File: src/rtl/rtc_pkg.sv
// Shared constants and BCD helpers for the calendar clock core.
// Assumes all time fields hold valid packed BCD; invalid codes are not corrected.
package rtc_pkg;

    localparam int NUM_FIELDS = 7;
    localparam int NUM_ALARM  = 6;
    localparam int IDX_W      = 3;

    localparam int F_SEC  = 0;
    localparam int F_MIN  = 1;
    localparam int F_HOUR = 2;
    localparam int F_DAY  = 3;
    localparam int F_MON  = 4;
    localparam int F_YEAR = 5;
    localparam int F_WEEK = 6;

    localparam logic [7:0] ADDR_CTRL = 8'h40;
    localparam logic [7:0] ADDR_STAT = 8'h44;
    localparam logic [7:0] ADDR_IEN  = 8'h48;

    localparam int IE_TIMER = 2;
    localparam int IE_ALARM = 3;

    // Value a field restarts from after it wraps, also its reset value.
    function automatic logic [7:0] field_base(input int idx);
        return (idx == F_DAY || idx == F_MON) ? 8'h01 : 8'h00;
    endfunction

    // Increment a packed BCD byte by one.
    function automatic logic [7:0] bcd_inc(input logic [7:0] v);
        if (v[3:0] == 4'd9)
            return {v[7:4] + 4'd1, 4'd0};
        return v + 8'd1;
    endfunction

    // Two-digit BCD year divisible by four (00 counts).
    function automatic logic leap_bcd(input logic [7:0] y);
        if (!y[4])
            return (y[3:0] == 4'd0) || (y[3:0] == 4'd4) || (y[3:0] == 4'd8);
        return (y[3:0] == 4'd2) || (y[3:0] == 4'd6);
    endfunction

    // Last valid day of a month, in BCD.
    function automatic logic [7:0] month_last_day(input logic [7:0] m, input logic [7:0] y);
        case (m)
            8'h02:                      return leap_bcd(y) ? 8'h29 : 8'h28;
            8'h04, 8'h06, 8'h09, 8'h11: return 8'h30;
            default:                    return 8'h31;
        endcase
    endfunction

endpackage

File: src/rtl/rtc_prescaler.sv
// Divides the input clock by DIV to pace the one-second update.
// Assumes DIV >= 2. busy_o is high in the last count, which is the update cycle.
module rtc_prescaler #(
    parameter int DIV = 32768
) (
    input  logic clk,
    input  logic rst_n,
    input  logic run_i,
    input  logic restart_i,
    output logic busy_o
);
    localparam int CNT_W = (DIV > 2) ? $clog2(DIV) : 1;
    localparam logic [CNT_W-1:0] LAST = CNT_W'(DIV - 1);

    logic [CNT_W-1:0] cnt_q;
    logic             at_last;

    assign at_last = (cnt_q == LAST);
    assign busy_o  = run_i && at_last;

    // Count while running; restart on request, hold while stopped.
    always_ff @(posedge clk) begin
        if (!rst_n)
            cnt_q <= '0;
        else if (restart_i)
            cnt_q <= '0;
        else if (run_i)
            cnt_q <= at_last ? '0 : cnt_q + 1'b1;
    end

endmodule

File: src/rtl/rtc_calendar.sv
// Holds the seven BCD time fields and advances them with carries.
// Assumes at most one field write per clock; a write blocks the advance for that cycle.
module rtc_calendar
    import rtc_pkg::*;
(
    input  logic                             clk,
    input  logic                             rst_n,
    input  logic                             advance_i,
    input  logic                             wr_en_i,
    input  logic [IDX_W-1:0]                 wr_idx_i,
    input  logic [7:0]                       wr_data_i,
    output logic [NUM_FIELDS-1:0][7:0]       now_o,
    output logic                             ev_sec_o,
    output logic                             ev_min_o,
    output logic                             ev_hour_o,
    output logic                             ev_day_o
);
    logic [NUM_FIELDS-1:0][7:0] cur;
    logic [NUM_FIELDS-1:0]      wraps;
    logic [NUM_FIELDS-1:0]      carry;

    // Detect the last value of each field.
    always_comb begin
        wraps          = '0;
        wraps[F_SEC]   = (cur[F_SEC]  == 8'h59);
        wraps[F_MIN]   = (cur[F_MIN]  == 8'h59);
        wraps[F_HOUR]  = (cur[F_HOUR] == 8'h23);
        wraps[F_DAY]   = (cur[F_DAY]  == month_last_day(cur[F_MON], cur[F_YEAR]));
        wraps[F_MON]   = (cur[F_MON]  == 8'h12);
        wraps[F_YEAR]  = (cur[F_YEAR] == 8'h99);
        wraps[F_WEEK]  = (cur[F_WEEK] == 8'h06);
    end

    // Ripple the increment request from seconds to year; week follows the day.
    always_comb begin
        carry        = '0;
        carry[F_SEC] = advance_i;
        for (int i = F_MIN; i <= F_YEAR; i++)
            carry[i] = carry[i-1] & wraps[i-1];
        carry[F_WEEK] = carry[F_DAY];
    end

    for (genvar g = 0; g < NUM_FIELDS; g++) begin : g_field
        localparam logic [7:0] BASE = field_base(g);
        logic [7:0] q;
        logic [7:0] nxt;

        // Next value of this field under an advance.
        always_comb begin
            if (!carry[g])
                nxt = q;
            else if (wraps[g])
                nxt = BASE;
            else
                nxt = bcd_inc(q);
        end

        // Field register: write has priority over advance.
        always_ff @(posedge clk) begin
            if (!rst_n)
                q <= BASE;
            else if (wr_en_i && (wr_idx_i == IDX_W'(g)))
                q <= wr_data_i;
            else
                q <= nxt;
        end

        assign cur[g] = q;
    end

    assign now_o     = cur;
    assign ev_sec_o  = carry[F_SEC];
    assign ev_min_o  = carry[F_MIN];
    assign ev_hour_o = carry[F_HOUR];
    assign ev_day_o  = carry[F_DAY];

endmodule

File: src/rtl/rtc_alarm_bank.sv
// Stores the six alarm bytes and compares them with the current time.
// Assumes exact match on every field; there is no per-field mask.
module rtc_alarm_bank
    import rtc_pkg::*;
(
    input  logic                        clk,
    input  logic                        rst_n,
    input  logic                        wr_en_i,
    input  logic [IDX_W-1:0]            wr_idx_i,
    input  logic [7:0]                  wr_data_i,
    input  logic [NUM_FIELDS-1:0][7:0]  now_i,
    output logic [NUM_ALARM-1:0][7:0]   alarm_o,
    output logic                        match_o
);
    logic [NUM_ALARM-1:0] eq;

    for (genvar g = 0; g < NUM_ALARM; g++) begin : g_alarm
        logic [7:0] q;

        // Alarm byte register.
        always_ff @(posedge clk) begin
            if (!rst_n)
                q <= 8'h00;
            else if (wr_en_i && (wr_idx_i == IDX_W'(g)))
                q <= wr_data_i;
        end

        assign alarm_o[g] = q;
        assign eq[g]      = (q == now_i[g]);
    end

    assign match_o = &eq;

endmodule

File: src/rtl/rtc_calendar_core.sv
// Calendar clock core: prescaler, BCD calendar, alarm bank, status and register port.
// Assumes clk is the 32.768 kHz clock and that one register access happens per clock.
module rtc_calendar_core
    import rtc_pkg::*;
#(
    parameter int CLK_DIV = 32768
) (
    input  logic       clk,
    input  logic       rst_n,
    input  logic [7:0] reg_addr,
    input  logic       reg_wr,
    input  logic [7:0] reg_wdata,
    output logic [7:0] reg_rdata,
    output logic       irq_timer,
    output logic       irq_alarm
);
    logic [IDX_W-1:0] idx;
    logic             time_sel;
    logic             alm_sel;
    logic             time_wr;
    logic             sec_wr;
    logic             alm_wr;
    logic             ctrl_wr;
    logic             stat_wr;
    logic             ien_wr;

    logic             run_q;
    logic             ien_timer_q;
    logic             ien_alarm_q;
    logic [7:2]       stat_q;
    logic             upd_q;

    logic             busy;
    logic             advance;
    logic             alm_match;
    logic             ev_sec;
    logic             ev_min;
    logic             ev_hour;
    logic             ev_day;
    logic [7:2]       stat_set;
    logic [7:2]       stat_clr;

    logic [NUM_FIELDS-1:0][7:0] now;
    logic [NUM_ALARM-1:0][7:0]  alm;

    // Address decode for the register port.
    assign idx      = reg_addr[4:2];
    assign time_sel = (reg_addr[7:5] == 3'b000) && (reg_addr[1:0] == 2'b00)
                      && (idx != IDX_W'(NUM_FIELDS));
    assign alm_sel  = (reg_addr[7:5] == 3'b001) && (reg_addr[1:0] == 2'b00)
                      && (idx < IDX_W'(NUM_ALARM));
    assign time_wr  = reg_wr && time_sel;
    assign sec_wr   = time_wr && (idx == IDX_W'(F_SEC));
    assign alm_wr   = reg_wr && alm_sel;
    assign ctrl_wr  = reg_wr && (reg_addr == ADDR_CTRL);
    assign stat_wr  = reg_wr && (reg_addr == ADDR_STAT);
    assign ien_wr   = reg_wr && (reg_addr == ADDR_IEN);

    rtc_prescaler #(
        .DIV       (CLK_DIV)
    ) u_prescaler (
        .clk       (clk),
        .rst_n     (rst_n),
        .run_i     (run_q),
        .restart_i (sec_wr),
        .busy_o    (busy)
    );

    // A time write in the update cycle cancels the update.
    assign advance = busy && !time_wr;

    rtc_calendar u_calendar (
        .clk       (clk),
        .rst_n     (rst_n),
        .advance_i (advance),
        .wr_en_i   (time_wr),
        .wr_idx_i  (idx),
        .wr_data_i (reg_wdata),
        .now_o     (now),
        .ev_sec_o  (ev_sec),
        .ev_min_o  (ev_min),
        .ev_hour_o (ev_hour),
        .ev_day_o  (ev_day)
    );

    rtc_alarm_bank u_alarm (
        .clk       (clk),
        .rst_n     (rst_n),
        .wr_en_i   (alm_wr),
        .wr_idx_i  (idx),
        .wr_data_i (reg_wdata),
        .now_i     (now),
        .alarm_o   (alm),
        .match_o   (alm_match)
    );

    // Control and interrupt-enable registers.
    always_ff @(posedge clk) begin
        if (!rst_n) begin
            run_q       <= 1'b0;
            ien_timer_q <= 1'b0;
            ien_alarm_q <= 1'b0;
        end else begin
            if (ctrl_wr)
                run_q <= reg_wdata[0];
            if (ien_wr) begin
                ien_timer_q <= reg_wdata[IE_TIMER];
                ien_alarm_q <= reg_wdata[IE_ALARM];
            end
        end
    end

    // Event sources and write-one-to-clear mask for the sticky status bits.
    assign stat_set = {1'b0, upd_q && alm_match, ev_day, ev_hour, ev_min, ev_sec};
    assign stat_clr = stat_wr ? reg_wdata[7:2] : 6'b0;

    // Sticky status bits; a new event wins over a clear.
    always_ff @(posedge clk) begin
        if (!rst_n) begin
            stat_q <= 6'b10_0000;
            upd_q  <= 1'b0;
        end else begin
            stat_q <= (stat_q & ~stat_clr) | stat_set;
            upd_q  <= advance;
        end
    end

    // Read multiplexer.
    always_comb begin
        reg_rdata = 8'h00;
        if (time_sel)
            reg_rdata = now[idx];
        else if (alm_sel)
            reg_rdata = alm[idx];
        else begin
            case (reg_addr)
                ADDR_CTRL: reg_rdata = {7'b0, run_q};
                ADDR_STAT: reg_rdata = {stat_q, run_q, busy};
                ADDR_IEN:  reg_rdata = {4'b0, ien_alarm_q, ien_timer_q, 2'b0};
                default:   reg_rdata = 8'h00;
            endcase
        end
    end

    assign irq_timer = stat_q[2] && ien_timer_q;
    assign irq_alarm = stat_q[6] && ien_alarm_q;

endmodule

File: config.mk
export PLATFORM = sky130hd
export DESIGN_NAME = rtc_calendar_core
export DESIGN_NICKNAME = d
export VERILOG_FILES = /design/src/rtl/rtc_pkg.sv /design/src/rtl/rtc_prescaler.sv /design/src/rtl/rtc_calendar.sv /design/src/rtl/rtc_alarm_bank.sv /design/src/rtl/rtc_calendar_core.sv
export SDC_FILE = /design/constraint.sdc
export NUM_CORES = 1
export LEC_CHECK = 0
export BUFFER_PORTS_ARGS = -buffer_cell sky130_fd_sc_hd__buf_2
export CORE_AREA = 2 2 159 99
export CTS_BUF_LIST = sky130_fd_sc_hd__clkbuf_8
export CTS_CLUSTER_SIZE = 25
export DETAILED_ROUTE_END_ITERATION = 6
export DIE_AREA = 0 0 161 101
export PLACE_DENSITY = 0.79
export SYNTH_ARGS = -nofsm -noshare
export SYNTH_HDL_FRONTEND = slang
export SYNTH_SLANG_ARGS = --single-unit
File: constraint.sdc
create_clock -name clk -period 2.8 [get_ports clk]
set_input_delay 0.14 -clock clk [delete_from_list [all_inputs] [get_ports clk]]
set_output_delay 0.14 -clock clk [all_outputs]
set_load 0.1 [all_outputs]
==> flow_summary.ini, run 1 <==
[run_status]
outcome = finished with violations
failed_checks = DRC

[pwr]
leakage_nw = 3.69
power.share.sequential = 0.515
pwr-share-clk = 0.417
power.total_w = 0.00357
vdd_drop_max_mv = 0.210
netSwitchingPower_w = 0.000989
combPwrFrac = 0.069
power_density_nw_per_um2 = 362
p_int_w = 0.00258
swShare = 0.277

[grt]
antenna_found_initial = 0
overflow = 0
grt_pass1_vias = 8222
grt_pass1_wl_mm = 47.2
globalRouteTotalUtil = 0.385
grt_max_degree = 38

[critical_path]
critical_path.startpoint = u_calendar.g_field[4].q[5]
path_depth = 10
worstSetupPathType = register to register
arrival_ps = 3150
crit_path_top_delay_cell = or4_4
cpLargestDelayFamily = compound AO/OA/AOI/OAI gates
r2r_cells = 10
r2r_start = u_calendar.g_field[4].q[5]
crit_buf_inv = 2
crit_chain = inv_2, ha_4, or3b_1, o32a_1, or4_4, a2111oi_4, buf_6, nand4_1, a221o_1, a21oi_1
critPathRequiredTime_ps = 3190
worst_path_largest_cell_delay_ps = 450
worstSetupEndpointType = register
ff2ff_setup_slack_ps = 40
start_kind = register
path_max_fanout = 7

[route]
num_vias = 9002
drt_iter0_drc = 1431
firstDrtPassIters = 7
wl_per_cell_um = 22.9
drt_wl_total_mm = 30.8
via_per_inst = 6.70
antenna_left = 0
drcViolationCount = 2

[die]
coreArea_um2 = 14900
start_util = 0.578
chipWidth_um = 161
rows = 35
die_h_um = 101
io_pins = 29
die_area_um2 = 16300

[cts]
clk_pin_slew_worst_paths_ps = 80
ctsLongestPathBuffers = 2
clockRootBuffer = clkbuf_8
ctsHtreeMaxLevel = 4
insertion_delay_ps = 460
cts_made_buffers = 17
cts_tree = yes
cts_sinks = 129

[layout]
layout-drive-gt1-share = 0.169
syn_to_final_growth_pct = 14.4
diodes = 0
final_cell_count_no_fill = 1344
fin_nets = 1166

[yosys]
ys_ff_latch = 129
synth_area_per_cell_um2 = 8.03
synth_ff_type = dfxtp_1
yosys.area.top_type_share = 0.300
synth_cells = 1072
synth_edf_count = 0
post-synth-top-count-cell = nor2_1
synth_nets = 1110
synth_top_cells_by_count = nor2_1, dfxtp_1, nand2_1
syn_area_um2 = 8610
synth_warnings = 0
synth_cell_types = 80
synth_seq_area_share = 0.300
synth_area_leaders = dfxtp_1, mux2i_1, nor2_1, xor2_1, mux4_2
synth-async-reset-ratio = 0
synth_largest_area_cell = dfxtp_1

[timing]
fin_worst_skew_ps = 14.9
period_minus_slack_ps = 2760
drv_slew = 0
relSlewSlack = 0.460
timing.fmax_mhz = 363
period_share = 0.984
hold_viol = 0
fin_hold_ws_ps = 128
setup_viol = 0
worst_slew_pin_slew_ps = 802
rsz0062_at_grt = yes

[hold_path]
worstHoldStart = reg_wdata[5]
hold_class = primary input to register
hold_depth = 3

[placed_design]
placement.io_buffers = 28
gp_congestion = 1.03
dp.cells = 1305
place_hpwl_mm = 22.5

[run]
maxCapViolations = 0
[cells in the final DEF (no fill, tap or decap), types with 15 or more instances in the layout]
master,instances
nor2_1,141
mux2i_1,71
clkbuf_8,17
nor4_1,16
nor3_1,19
xor2_1,42
ha_1,18
o21ai_0,52
nand3_1,42
buf_4,82
o22ai_1,18
buf_2,20
xnor2_1,25
a21oi_1,62
a211oi_1,15
nand2_1,81
mux4_2,16
nor2b_1,16
inv_1,39
dfxtp_1,128
nand4_1,30
[worst reg2reg max path: cells and delay by family, from the launching register on]
kind	cells	cell delay, ps
and+or+nand+nor	3	910
buffers and inverters	2	290
adders and majority gates	1	140
DFF	1	330
AOI/OAI and AO/OA	4	1020
[stage by stage]
step / cell area [µm²] / setup slack [ps] / setup TNS, ps / utilization
finish: 9850 / 44.0 / 0 / 0.662
global route: 9850 / -46.5 / -87.8 / 0.662
CTS: 9780 / 6.37 / 0 / 0.657
detailed placement: 9420 / 9.41 / 0 / 0.633
global placement: 9420 / 68.4 / 0 / 0.633
floorplan: 8650 / 13.2 / 0 / -
[timing repair]
item	4_1_cts	5_1_grt
pin swaps	0	1
setup endpoints to repair	3	6
setup buffers	0	6
resized for setup	3	5
hold endpoints to repair	1	0
hold buffers	1	0
[final timing paths]
kind / to
worst min register to register: stat_q[7]
worst max register to register: u_calendar.g_field[5].q[5]
worst max-delay path: u_calendar.g_field[5].q[5]
worst min-delay path: u_calendar.g_field[6].q[5]
[layer usage]
metal,up-vias,GRT usage,share of wire
met3,102,0.167,0.18
li1,3977,-,-
met4,0,0.146,0.032
met5,-,0.00606,0
met2,711,0.516,0.38
met1,4212,0.540,0.41
[power by group through the flow]
stage | combinational, W | clock, W | sequential (W)
3_5_place_dp | 0.000229 | 0 | 0.00188
2_1_floorplan | 0.000134 | 0 | 0.00188
5_1_grt | 0.000251 | 0.00155 | 0.00184
4_1_cts | 0.000230 | 0.00148 | 0.00184
6_report | 0.000245 | 0.00149 | 0.00184
3_3_place_gp | 0.000227 | 0 | 0.00188
[state kept, by name, summed over array words and instances, names as in the netlist]
signal and flops:
ien_alarm_q 1, ien_timer_q 1, run_q 1, stat_q 6, u_alarm.g_alarm.q 48, u_calendar.g_field.q 56
u_prescaler.cnt_q 15, upd_q 1
[cell type report]
cell class | count | area [µm²]
multi-input cells | 829 | 5600
fillers | 1256 | 5040
flip-flops and latches | 129 | 2580
repair buffers | 114 | 937
well taps | 203 | 254
clock buffers | 17 | 234
inverters | 37 | 139
clock inverters | 15 | 106
[kinds of logic (layout without fill, tap and decap cells)]
family                     Yosys count  count (layout)  synth area share
and+or+nand+nor                    426             426             0.248
DFF                                129             129             0.300
buffers and inverters              114             183            0.0580
adders and majority gates           19              19            0.0276
xor gates and xnor gates            67              67            0.0681
AOI/OAI and AO/OA                  225             225             0.168
muxes                               92              92             0.131
(Power assumes the default switching activity.)
==> inputs of run 2 (changes only) <==
--- a/config.mk
+++ b/config.mk
@@ -6,12 +6,11 @@
 export NUM_CORES = 1
 export LEC_CHECK = 0
 export BUFFER_PORTS_ARGS = -buffer_cell sky130_fd_sc_hd__buf_2
-export CORE_AREA = 2 2 159 99
+export CORE_AREA = 2 2 206 127
 export CTS_BUF_LIST = sky130_fd_sc_hd__clkbuf_8
 export CTS_CLUSTER_SIZE = 25
 export DETAILED_ROUTE_END_ITERATION = 6
-export DIE_AREA = 0 0 161 101
-export PLACE_DENSITY = 0.79
+export DIE_AREA = 0 0 208 129
 export SYNTH_ARGS = -nofsm -noshare
 export SYNTH_HDL_FRONTEND = slang
 export SYNTH_SLANG_ARGS = --single-unit
==> constraint.sdc (replaced) <==
create_clock -name clk -period 2.8 [get_ports clk]
set_input_delay 0.14 -clock clk [delete_from_list [all_inputs] [get_ports clk]]
set_output_delay 0.14 -clock clk [all_outputs]
set_load 0.01 [all_outputs]
==> run 2 against run 1 <==
  * The flow now finishes without violations
  * Sequential cell count is the same
  * Die area grew 65%
  * Worst setup slack got worse by 5.2 ps
  * Clock skew up 3.9 ps
  * Global-route usage fell by 14 points
  * Non-clock buffer count increased by 2
  * Total power rose by 9.5%
  * Sequential power barely moved
  * Largest power group unchanged
==> flow_summary.ini, run 2 (synthesized netlist as in run 1, its figures left out) <==
[cts]
insertion_delay_ps = 490
postCtsHoldBufs = 0
clk_pin_slew_worst_paths_ps = 80
cts_made_buffers = 17
ctsHtreeMaxLevel = 4
cts_sinks = 129
clockRootBuffer = clkbuf_8
cts_tree = yes
ctsLongestPathBuffers = 2

[critical_path]
arrival_ps = 3130
worstSetupEndpointType = register
ff2ff_setup_slack_ps = 40
rr_endpoint = u_calendar.g_field[5].q[3]
critPathRequiredTime_ps = 3170
r2r_cells = 9
path_max_fanout = 5
critical_path.startpoint = u_calendar.g_field[4].q[4]
start_kind = register
worstSetupPathType = register to register
r2r_start = u_calendar.g_field[4].q[4]
cp-endpoint = u_calendar.g_field[5].q[3]

[placed_design]
gp_congestion = 0.990
place_hpwl_mm = 24.5
placement.io_buffers = 28
dpl_worst_slack_ps = -9.50
dp.cells = 1437

[pwr]
power_density_nw_per_um2 = 392
power.total_w = 0.00391
leakage_nw = 3.71
vdd_drop_max_mv = 0.270

[run]
maxCapViolations = 0

[layout]
largest_reg_flops = 56
reg.largest.list = u_calendar.g_field.q: 56 flops, u_alarm.g_alarm.q: 48 flops, u_prescaler.cnt_q: 15 flops
syn_to_final_growth_pct = 15.7
regMostFlops = u_calendar.g_field.q
layout-drive-gt1-share = 0.176
most-common-layout-cells = nor2_1, dfxtp_1, buf_4, nand2_1, mux2i_1
regArea_um2 = 2590
fillers = 2524
final_cell_count_no_fill = 1473
multi_input_area_um2 = 5570
final_common_cell = nor2_1
fin_nets = 1168

[timing]
hold_viol = 0
timing.fmax_mhz = 362
setup_viol = 0
period_minus_slack_ps = 2760
setup_tns_ps = 0
fin_worst_skew_ps = 18.9
setup_slack_ps = 38.7
period_share = 0.986
fin_hold_ws_ps = 57.5
worst_slew_pin_slew_ps = 812
relSlewSlack = 0.458
rsz0062_at_grt = yes
drv_slew = 0

[die]
io_pins = 29
die_h_um = 129
rows = 45
chipWidth_um = 208
coreArea_um2 = 24900
start_util = 0.346
die_area_um2 = 26800

[route]
drt_wl_total_mm = 32.8
drcViolationCount = 0
via_per_inst = 5.88
num_vias = 8657
antenna_left = 0
wl_per_cell_um = 22.2
firstDrtPassIters = 6
drt_iter0_drc = 1096

[grt]
met3_usage = 0.126
grt_pass1_vias = 7715
globalRouteTotalUtil = 0.245
busiest_layer = met1
antenna_found_initial = 1
gr-usage-met1 = 0.361
overflow = 0
grt_max_degree = 39
grt_pass1_wl_mm = 48.7
grt_use_met2 = 0.292

[run_status]
outcome = complete, no violations

[hold_path]
hold_class = primary input to register
-- run 2: power breakdown --
group          switching (W)  internal [W]  total, W  leakage (nW)
logic               0.000175     0.0000655  0.000240          2.45
registers         0.00000317       0.00183   0.00184          1.04
clock network       0.000841      0.000990   0.00183         0.218
total                0.00102       0.00289   0.00391          3.71
-- run 2: how the worst min path moves through the flow --
stage,startpoint,end,slack (ps),cells past startpoint
after floorplan,reg_wdata[0],u_calendar.g_field[3].q[0],270,1
after global placement,stat_q[7],stat_q[7],440,2
after detailed placement,stat_q[7],stat_q[7],440,2
after CTS,rst_n,u_calendar.g_field[2].q[3],20,3
after global routing,rst_n,u_calendar.g_field[2].q[3],60,3
final,rst_n,u_calendar.g_field[2].q[3],60,3
-- run 2: layer usage --
| metal | vias to the layer above | part of all wire |
|---|---|---|
| li1 | 3971 | - |
| met1 | 4126 | 0.47 |
| met2 | 509 | 0.35 |
| met3 | 51 | 0.15 |
| met4 | 0 | 0.023 |
| met5 | - | 0 |
-- run 2: what timing repair did --
item / in CTS / in global routing
setup buffers: 1 / 2
gates cloned: 0 / 0
endpoints found under the setup margin: 2 / 11
pin swaps: 0 / 1
resized for setup: 3 / 12
-- run 2: critical path, cell delays in order (launching register included) --
cell	delay, ps
dfxtp_2	340
inv_2	80
ha_4	140
or3b_1	340
o32a_1	190
or4_4	460
a2111oi_4	450
nand3_1	180
o21a_1	210
o31a_1	260
-- run 2: cell type report --
| cell class | count | share of cell area |
|---|---|---|
| multi-input combinational | 829 | 0.559 |
| sequential | 129 | 0.260 |
| timing repair buffer | 116 | 0.0816 |
| tap | 329 | 0.0413 |
| clock buffer | 18 | 0.0249 |
| clock inverter | 14 | 0.0191 |
| inverter | 37 | 0.0142 |
| antenna | 1 | 0.000251 |
-- run 2: metrics by stage --
stage | util | area (µm²)
after floorplan | - | 8620
after global placement | 0.380 | 9460
after CTS | 0.398 | 9910
after global routing | 0.400 | 9960
final | 0.400 | 9960
after detailed placement | 0.380 | 9460
